--- config.mk ---
export PLATFORM = sky130hd
export DESIGN_NAME = rtc_core_top
export DESIGN_NICKNAME = d
export VERILOG_FILES = /design/src/rtl/rtc_pkg.sv /design/src/rtl/rtc_prescaler.sv /design/src/rtl/rtc_calendar.sv /design/src/rtl/rtc_user_regs.sv /design/src/rtl/rtc_core_top.sv
export SDC_FILE = /design/constraint.sdc
export NUM_CORES = 1
export LEC_CHECK = 0
export ABC_AREA = 1
export CAP_MARGIN = 20
export CORE_ASPECT_RATIO = 0.9
export CORE_MARGIN = 5
export CORE_UTILIZATION = 45
export CTS_CLUSTER_SIZE = 8
export DETAILED_ROUTE_END_ITERATION = 7
export MAX_ROUTING_LAYER = met4
export PLACE_DENSITY_LB_ADDON = 0.08
export SLEW_MARGIN = 20
export SYNTH_ARGS = -nofsm -noshare
export SYNTH_HDL_FRONTEND = slang
export SYNTH_SLANG_ARGS = --single-unit
--- constraint.sdc ---
create_clock -name clk -period 3.3 [get_ports clk]
set_clock_uncertainty 0.05 [all_clocks]
set_input_delay 0.66 -clock clk [delete_from_list [all_inputs] [get_ports clk]]
set_output_delay 0.66 -clock clk [all_outputs]
set_load 0.1 [all_outputs]
--- src/rtl/rtc_pkg.sv ---
package rtc_pkg;

   typedef struct packed {
      logic [6:0] sec;
      logic [6:0] min;
      logic [5:0] hour;
      logic [2:0] dow;
      logic [5:0] date;
      logic [4:0] mon;
      logic [7:0] year;
   } rtc_time_t;

   localparam rtc_time_t RTC_RESET_TIME = '{
      sec:  7'h00,
      min:  7'h00,
      hour: 6'h00,
      dow:  3'd1,
      date: 6'h01,
      mon:  5'h01,
      year: 8'h00
   };

   // BCD digit-pair step; no range correction of its input
   function automatic logic [7:0] bcd_step(input logic [7:0] v);
      if (v[3:0] == 4'h9) return {v[7:4] + 4'h1, 4'h0};
      else                return v + 8'h01;
   endfunction

   function automatic logic year_is_leap(input logic [7:0] y);
      if (!y[4]) return (y[3:0] == 4'h0) || (y[3:0] == 4'h4) || (y[3:0] == 4'h8);
      else       return (y[3:0] == 4'h2) || (y[3:0] == 4'h6);
   endfunction

   function automatic logic [5:0] month_last(input logic [4:0] m, input logic leap);
      case (m)
         5'h02:                      return leap ? 6'h29 : 6'h28;
         5'h04, 5'h06, 5'h09, 5'h11: return 6'h30;
         default:                    return 6'h31;
      endcase
   endfunction

endpackage

--- src/rtl/rtc_prescaler.sv ---
module rtc_prescaler #(
   parameter int DIV = 64
) (
   input  logic clk,
   input  logic rst_n,
   input  logic clr_i,
   input  logic en_i,
   output logic tick_o
);
   localparam int CW = (DIV > 2) ? $clog2(DIV) : 1;
   localparam logic [CW-1:0] LAST = CW'(DIV - 1);

   logic [CW-1:0] cnt_q;

   always_ff @(posedge clk) begin
      if (!rst_n)       cnt_q <= '0;
      else if (clr_i)   cnt_q <= '0;
      else if (en_i)    cnt_q <= (cnt_q == LAST) ? '0 : cnt_q + 1'b1;
   end

   assign tick_o = en_i && !clr_i && (cnt_q == LAST);

   // after a clear the counter restarts from zero
   a_r2_clear_restarts: assert property (@(posedge clk) disable iff (!rst_n)
      $past(clr_i) |-> (cnt_q == '0));
endmodule

--- src/rtl/rtc_calendar.sv ---
module rtc_calendar
   import rtc_pkg::*;
(
   input  logic      clk,
   input  logic      rst_n,
   input  logic      tick_i,
   input  logic      load_i,
   input  rtc_time_t load_val_i,
   output rtc_time_t time_o,
   output logic      cf_o
);
   rtc_time_t time_q, time_nx;
   logic      cf_q;
   logic      c_min, c_hour, c_day, c_mon, c_year, c_cent;
   logic [5:0] last_d;

   assign last_d = month_last(time_q.mon, year_is_leap(time_q.year));

   always_comb begin
      time_nx = time_q;
      c_min   = 1'b0;
      c_hour  = 1'b0;
      c_day   = 1'b0;
      c_mon   = 1'b0;
      c_year  = 1'b0;
      c_cent  = 1'b0;

      c_min       = (time_q.sec == 7'h59);
      time_nx.sec = c_min ? 7'h00 : 7'(bcd_step({1'b0, time_q.sec}));

      if (c_min) begin
         c_hour      = (time_q.min == 7'h59);
         time_nx.min = c_hour ? 7'h00 : 7'(bcd_step({1'b0, time_q.min}));
      end
      if (c_hour) begin
         c_day        = (time_q.hour == 6'h23);
         time_nx.hour = c_day ? 6'h00 : 6'(bcd_step({2'b00, time_q.hour}));
      end
      if (c_day) begin
         time_nx.dow  = (time_q.dow == 3'd7) ? 3'd1 : time_q.dow + 3'd1;
         c_mon        = (time_q.date == last_d);
         time_nx.date = c_mon ? 6'h01 : 6'(bcd_step({2'b00, time_q.date}));
      end
      if (c_mon) begin
         c_year      = (time_q.mon == 5'h12);
         time_nx.mon = c_year ? 5'h01 : 5'(bcd_step({3'b000, time_q.mon}));
      end
      if (c_year) begin
         c_cent       = (time_q.year == 8'h99);
         time_nx.year = c_cent ? 8'h00 : bcd_step(time_q.year);
      end
   end

   always_ff @(posedge clk) begin
      if (!rst_n) begin
         time_q <= RTC_RESET_TIME;
         cf_q   <= 1'b0;
      end else if (load_i) begin
         time_q <= load_val_i;
      end else if (tick_i) begin
         time_q <= time_nx;
         cf_q   <= cf_q ^ c_cent;
      end
   end

   assign time_o = time_q;
   assign cf_o   = cf_q;

   // every counted second changes the seconds field
   a_r5_sec_moves: assert property (@(posedge clk) disable iff (!rst_n)
      (tick_i && !load_i) |=> (time_q.sec != $past(time_q.sec)));
   // the century flag only changes as the year lands on 00
   a_r9_cf_on_wrap: assert property (@(posedge clk) disable iff (!rst_n)
      (cf_q != $past(cf_q)) |-> (time_q.year == 8'h00));
   // a load installs exactly the offered time
   a_r4_load_applied: assert property (@(posedge clk) disable iff (!rst_n)
      $past(load_i) |-> (time_q == $past(load_val_i)));
endmodule

--- src/rtl/rtc_user_regs.sv ---
module rtc_user_regs
   import rtc_pkg::*;
#(
   parameter int ADDR_W = 4
) (
   input  logic              clk,
   input  logic              rst_n,
   input  logic              we_i,
   input  logic [ADDR_W-1:0] addr_i,
   input  logic [7:0]        wdata_i,
   input  rtc_time_t         core_time_i,
   input  logic              core_cf_i,
   output logic [7:0]        rdata_o,
   output rtc_time_t         shadow_o,
   output logic              load_o
);
   localparam logic [ADDR_W-1:0] A_CTRL = ADDR_W'(0);
   localparam logic [ADDR_W-1:0] A_SEC  = ADDR_W'(1);
   localparam logic [ADDR_W-1:0] A_MIN  = ADDR_W'(2);
   localparam logic [ADDR_W-1:0] A_HOUR = ADDR_W'(3);
   localparam logic [ADDR_W-1:0] A_DOW  = ADDR_W'(4);
   localparam logic [ADDR_W-1:0] A_DATE = ADDR_W'(5);
   localparam logic [ADDR_W-1:0] A_MON  = ADDR_W'(6);
   localparam logic [ADDR_W-1:0] A_YEAR = ADDR_W'(7);

   logic      capture_q, hold_q;
   rtc_time_t shadow_q;
   logic      ctrl_wr, time_wr;

   assign ctrl_wr = we_i && (addr_i == A_CTRL);
   assign time_wr = we_i && (addr_i != A_CTRL) && (addr_i <= A_YEAR);
   assign load_o  = ctrl_wr && hold_q && !wdata_i[1];

   always_ff @(posedge clk) begin
      if (!rst_n) begin
         capture_q <= 1'b0;
         hold_q    <= 1'b0;
         shadow_q  <= RTC_RESET_TIME;
      end else begin
         if (ctrl_wr) begin
            capture_q <= wdata_i[0];
            hold_q    <= wdata_i[1];
         end
         if (time_wr) begin
            case (addr_i)
               A_SEC:   shadow_q.sec  <= wdata_i[6:0];
               A_MIN:   shadow_q.min  <= wdata_i[6:0];
               A_HOUR:  shadow_q.hour <= wdata_i[5:0];
               A_DOW:   shadow_q.dow  <= wdata_i[2:0];
               A_DATE:  shadow_q.date <= wdata_i[5:0];
               A_MON:   shadow_q.mon  <= wdata_i[4:0];
               default: shadow_q.year <= wdata_i;
            endcase
         end else if (!capture_q && !hold_q) begin
            shadow_q <= core_time_i;
         end
      end
   end

   always_comb begin
      case (addr_i)
         A_CTRL:  rdata_o = {5'b0, core_cf_i, hold_q, capture_q};
         A_SEC:   rdata_o = {1'b0, shadow_q.sec};
         A_MIN:   rdata_o = {1'b0, shadow_q.min};
         A_HOUR:  rdata_o = {2'b0, shadow_q.hour};
         A_DOW:   rdata_o = {5'b0, shadow_q.dow};
         A_DATE:  rdata_o = {2'b0, shadow_q.date};
         A_MON:   rdata_o = {3'b0, shadow_q.mon};
         A_YEAR:  rdata_o = shadow_q.year;
         default: rdata_o = 8'h00;
      endcase
   end

   assign shadow_o = shadow_q;

   // a frozen snapshot moves only through software writes
   a_r3_snapshot_frozen: assert property (@(posedge clk) disable iff (!rst_n)
      ($past(capture_q) && !$past(we_i)) |-> $stable(shadow_q));
endmodule

--- src/rtl/rtc_core_top.sv ---
module rtc_core_top
   import rtc_pkg::*;
#(
   parameter int OSC_PER_SUB = 64,
   parameter int SUB_PER_SEC = 512,
   parameter int ADDR_W      = 4
) (
   input  logic              clk,
   input  logic              rst_n,
   input  logic              osc_pulse_i,
   input  logic              osc_stop_i,
   input  logic              reg_we_i,
   input  logic [ADDR_W-1:0] reg_addr_i,
   input  logic [7:0]        reg_wdata_i,
   output logic [7:0]        reg_rdata_o,
   output logic              sec_tick_o
);
   localparam int PULSES_PER_SEC = OSC_PER_SUB * SUB_PER_SEC;

   generate
      if (OSC_PER_SUB < 2) begin : g_bad_sub
         $error("OSC_PER_SUB must be at least 2");
      end
      if (SUB_PER_SEC < 2) begin : g_bad_sec
         $error("SUB_PER_SEC must be at least 2");
      end
      if (ADDR_W < 3) begin : g_bad_addr
         $error("ADDR_W must cover addresses 0..7");
      end
      if (PULSES_PER_SEC < 4) begin : g_bad_total
         $error("divider chain too short");
      end
   endgenerate

   logic      osc_en, sub_tick, one_hz, load;
   rtc_time_t core_time, shadow;
   logic      core_cf;

   assign osc_en = osc_pulse_i && !osc_stop_i;

   rtc_prescaler #(.DIV(OSC_PER_SUB)) u_sub_div (
      .clk(clk), .rst_n(rst_n), .clr_i(load), .en_i(osc_en), .tick_o(sub_tick));

   rtc_prescaler #(.DIV(SUB_PER_SEC)) u_sec_div (
      .clk(clk), .rst_n(rst_n), .clr_i(load), .en_i(sub_tick), .tick_o(one_hz));

   rtc_calendar u_cal (
      .clk(clk), .rst_n(rst_n), .tick_i(one_hz), .load_i(load),
      .load_val_i(shadow), .time_o(core_time), .cf_o(core_cf));

   rtc_user_regs #(.ADDR_W(ADDR_W)) u_regs (
      .clk(clk), .rst_n(rst_n), .we_i(reg_we_i), .addr_i(reg_addr_i),
      .wdata_i(reg_wdata_i), .core_time_i(core_time), .core_cf_i(core_cf),
      .rdata_o(reg_rdata_o), .shadow_o(shadow), .load_o(load));

   assign sec_tick_o = one_hz;

   // a stopped oscillator leaves the running time untouched
   a_r6_stopped_holds: assert property (@(posedge clk) disable iff (!rst_n)
      ($past(osc_stop_i) && !$past(load)) |-> $stable(core_time));
   // no second is counted while the oscillator path is stopped
   a_r2_no_tick_when_stopped: assert property (@(posedge clk) disable iff (!rst_n)
      osc_stop_i |-> !sec_tick_o);
endmodule

======== Word level (Yosys, flattened, before mapping) ========
Index checks and enable logic that the tools add are counted.
cells by class
  add/subtract/negate cells ............... 15
  $lt $le $gt $ge ......................... 1
  eq/ne operators ......................... 38
  muxes and demuxes ....................... 40
  bitwise gates (word level) .............. 3
  reductions and logical operators ........ 45
operator list
  kind                 count
  $mux 42              4
  $pmux 8 s8           1
  $mux 7               7
  $mux 6               8
  $mux 8               4
  $eq 4x4->1 const B   7
  $reduce_and 2->1     13
  $eq 4x3->1 const B   6
  $mux 5               4
  $add 6x1->6 const B  3
  $mux 9               2
  $add 7x1->7 const B  2
  $eq 7x7->1 const B   2
  $ne 2x2->1 const B   7
  $reduce_bool 2->1    7
  $eq 4x2->1 const B   3
  $eq 6x6->1 const B   2
  $pmux 6 s2           1
  $logic_and 1x1->1    11
  $eq 5x3->1 const B   2
  $eq 5x5->1 const B   2
  $add 3x1->3 const B  3
  $add 9x1->9 const B  1
  $eq 9x9->1 const B   1
  23 further kinds     39
word-level totals
  register bits after elaboration ......... 102
  input port bits ......................... 17
  logic and storage cells ................. 161

======== Logic depth before layout (Yosys ltp) ========
  depth in word-level cells ............... 12
  depth in mapped cells ................... 15
  gate-level depth less buffers ........... 14

======== Cells and area by module ========
Synthesis repeated with hierarchy kept, for this count alone.
unflattened totals
  cell total of the unflattened synthesis .. 1019
  area, all modules ....................... 6597.6 sq um
modules (own cells, without submodules)
  module                     times used  cells each  area an instance (sq um)  sequential area each (sq um)
  rtc_calendar               1           450         3056.7                    860.8
  rtc_user_regs              1           455         2733.9                    880.8
  rtc_prescaler (u_sec_div)  1           67          485.5                     180.2
  rtc_prescaler (u_sub_div)  1           45          311.5                     120.1
  rtc_core_top               1           2           10.0                      0.0

======== Least setup slack after synthesis ========
No wires, ideal clock.
  kind .................................... input port to output port
  from .................................... in reg_addr_i[2]
  to ...................................... out reg_rdata_o[6]
  arrival ................................. 2.717 ns
  required time ........................... 2.590 ns
  setup slack ............................. -0.127 ns
  stages .................................. 6
  path buffers ............................ 0
  cell sequence ........................... inv_2 > nor2_1 > inv_1 > nor2_1 > inv_1 > o221ai_1
on the way
  word-level cells in the longest chain between the ends .. 2
ends and longest elaborated chain
  element                             RTL line             RTL
  start: declaration                  rtc_core_top.sv:13   input logic [ADDR_W-1:0] reg_addr_i,
  $eq 4x3->1 (tied with other cells)  rtc_user_regs.sv:61  case (addr_i)
  $pmux 8 s8 *                        rtc_user_regs.sv:61
  end: declaration                    rtc_core_top.sv:15   output logic [7:0] reg_rdata_o,
Every way passes the cells marked *; elsewhere a longest branch is shown, timed or not.

======== Worst setup path after layout ========
  from .................................... in reg_addr_i[2]
  to ...................................... out reg_rdata_o[4]
The elaborated chain is that of the path after synthesis.

==> flow_summary_export.csv <==
group,metric,value,unit
routing,drt-pass1-iter-count,5,
clock_network,clock_path_buffers,2,
sta,worstMarginPinSlew,717,ps
critical_path,path_cells,"clkdlybuf4s50_1 -> inv_2 -> nor2_1 -> inv_1 -> nor2_1 -> inv_1 -> buf_4 -> o2111ai_2 -> buf_12",
placement,post-dp-hpwl,13.7,mm
outcome,status,"completed",
yosys,synth.mux.area_fraction,0,%
finish,nNetsFinal,935,
sta,rsz0062_at_grt,"false",
power_and_ir_drop,powerDensity,385,nW/um^2
yosys,synthTopCellsByArea,"dfxtp_1, nand2_1, o21ai_0",
hold_path,min_from,"u_sec_div.cnt_q[7]$_SDFFE_PP0N_",
power_and_ir_drop,peakVddDrop,0.243,mV
hold_path,hold_class,"reg2reg",
power_and_ir_drop,power,2.62,mW
routing,avgViaCountPerCell,5.67,
floorplan,initial_core_util,45.3,%
routing,drt_drc_violations_left,0,
yosys,netlist_area,5980,um^2
clock_network,cts_sinks,102,
routing,num_vias,6069,
critical_path,cp_slowest_cell,"clkdlybuf4s50_1",
critical_path,crit_path_end_kind,"output port",
placement,place_ws,141,ps
critical_path,critPathMaxStageDelay,510,ps
yosys,synth_top_cell_by_area,"dfxtp_1",
critical_path,worstPathArrival,2410,ps
clock_network,postCtsSetupRepairBufs,0,
finish,final_cell_mix,"nand2_1, o21ai_0, dfxtp_1",
critical_path,cp-start-kind,"primary input",
flow_run,maxCapViolCount,0,
yosys,ys_seq_area_share,34.1,%
sta,setup_viol,0,
yosys,synth_top_family_by_area,"simple AND/OR/NAND/NOR gates",
floorplan,row_count,40,
finish,fin_area,6810,um^2
sta,hold_violations,0,
floorplan,chipHeight,119,um
clock_network,cts_tree,"done",
sta,fmax,0.321,GHz
finish,mostFrequentLayoutCell,"nand2_1",
power_and_ir_drop,leakagePower,2.82,nW
sta,period_minus_slack,3120,ps
critical_path,crit_required,2590,ps
critical_path,path_class,"in2out",
yosys,synth_fa_ha_area_share,4.18,%
critical_path,path_delay_family,"buffers and inverters",
finish,final_util,51.6,%
clock_network,htreeDepth,3,
critical_path,cp-startpoint,"reg_addr_i[2]",
floorplan,dieArea,15700,um^2
sta,drv_slew,0,
placement,portBuffers,25,
yosys,synth-simple-area-share,26.0,%
placement,placed_area,6520,um^2
critical_path,reg2reg_from,"u_cal.time_o[28]$_SDFFE_PN0P_",
finish,fillers,1329,
yosys,ys.warnings.count,0,
finish,drive_gt1_share,10.3,%
routing,wl_per_cell,17.1,um
critical_path,critPathMaxFanout,4,
yosys,avgSynthCellArea,6.85,um^2
sta,relSlewSlack,52.2,%
routing,drt-initial-drc-count,405,
clock_network,cts_made_buffers,9,
grt,grt_antenna_before_repair,0,
grt,grt_pass1_vias,5537,
floorplan,ios,26,
routing,drt.antenna.violating_nets,0,
yosys,yosys.area.top_type_share,34.1,%
sta,post-route-worst-setup-slack,181,ps
critical_path,cp_num_buf_inv,6,
sta,totalNegativeSetupSlack,0,ps
yosys,synth_nets,911,
yosys,syn_inst,874,
yosys,synth.distinct_cells,43,
routing,drt_wl_total,18.3,mm
floorplan,die_x,132,um
grt,grt_max_degree,77,
grt,grt_overflow_total,0,
grt,grt_pass1_wl,29.6,mm
finish,num_antenna_cells,0,
grt,gr-usage-all-layers,24.0,%
clock_network,clk-insertion-delay-late,360,ps
yosys,synth-xor-area-share,2.63,%
clock_network,clkTransAtPathRegs,70,ps
yosys,synth_compound_area_share,23.5,%
yosys,ys_ff_latch,102,
floorplan,core_area,13200,um^2
clock_network,cts_root_buf,"clkbuf_16",
finish,area_delta_synth_final,13.9,%
sta,timing.final.crit_share,94.5,%
placement,gp_congestion,0.975,
## flip-flops by register name, summed over array words and instances (netlist names)
| register | flops |
|---|---|
| u_sub_div.cnt_q | 6 |
| u_regs.hold_q | 1 |
| u_regs.capture_q | 1 |
| u_regs.shadow_o | 42 |
| u_cal.time_o | 42 |
| u_sec_div.cnt_q | 9 |
| u_cal.cf_o | 1 |
## area by class of cell
| cell class | instances | area [um^2] | share of cell area, % |
|---|---|---|---|
| tap | 168 | 210 | 3.08 |
| timing repair buffer | 42 | 463 | 6.79 |
| clock buffer | 11 | 243 | 3.56 |
| inverter | 113 | 427 | 6.26 |
| sequential | 102 | 2040 | 30.0 |
| multi-input combinational | 630 | 3390 | 49.7 |
| clock inverter | 5 | 42.5 | 0.624 |
## power by group
| group | switching, mW | leakage (nW) | total, mW | internal, mW |
|---|---|---|---|---|
| logic | 0.184 | 1.85 | 0.271 | 0.0870 |
| clock network | 0.506 | 0.142 | 1.05 | 0.543 |
| registers | 0.0326 | 0.829 | 1.30 | 1.27 |
| total | 0.722 | 2.82 | 2.62 | 1.90 |
## routing by layer
metal  wire length [um]  track usage, %  vias up
met5                  0               -        -
met2               8270            36.9      181
met4                194            4.31        0
li1                   -               -     2997
met3               1190            5.87       18
met1               8610            32.5     2873
## worst paths after layout
path / endpoint / slack (ps) / cells past startpoint
setup / recovery: reg_rdata_o[4] / 180 / 9
hold / removal: u_sec_div.cnt_q[7]$_SDFFE_PP0N_ / 410 / 1
hold reg to reg: u_sec_div.cnt_q[7]$_SDFFE_PP0N_ / 410 / 1
setup reg to reg: u_cal.time_o[12]$_SDFFE_PN0P_ / 840 / 11
## per-stage QoR
step	hold WS, ps	instances
after floorplan	365	874
after global routing	425	1071
after global placement	383	1055
after CTS	407	1071
final	410	1071
after detailed placement	391	1055
## timing repair
action	in CTS	in global routing
setup endpoints to repair	0	1
resized for setup	0	1
hold buffers	0	0
## cells in the mapped netlist (all sizes together)
library cell,n
a221oi,8
dfxtp,102
and3,1
nor2,84
a21o,1
clkbuf,16
o21bai,1
nor3,9
xnor2,2
ha,20
a21oi,71
o211a,1
o221ai,1
nand4,10
a22oi,5
nand3,58
nand2,173
xor2,16
o22ai,9
nor3b,3
clkinv,2
o21a,1
buf,13
o21ai,120
o2111ai,2
inv,111
a211oi,4
o211ai,3
a31oi,27
## cells by family after synthesis
| group | after synthesis |
|---|---|
| AO/OA/AOI/OAI | 254 |
| XOR/XNOR | 18 |
| adder cells (fa/ha/maj) | 20 |
| buffers and inverters | 142 |
| flip-flops | 102 |
| AND/OR/NAND/NOR | 338 |
## worst register-to-register path, cell delays in order (launching register included)
cell	delay, ps
dfxtp_1	440
ha_1	200
nand2_1	60
nor2_2	230
nand3_2	200
nor3_2	340
inv_1	110
nor2_2	270
nand2_1	170
nand2_1	170
nor2_1	60
nor2_1	100
No activity file was read; power rests on OpenSTA's default activity.
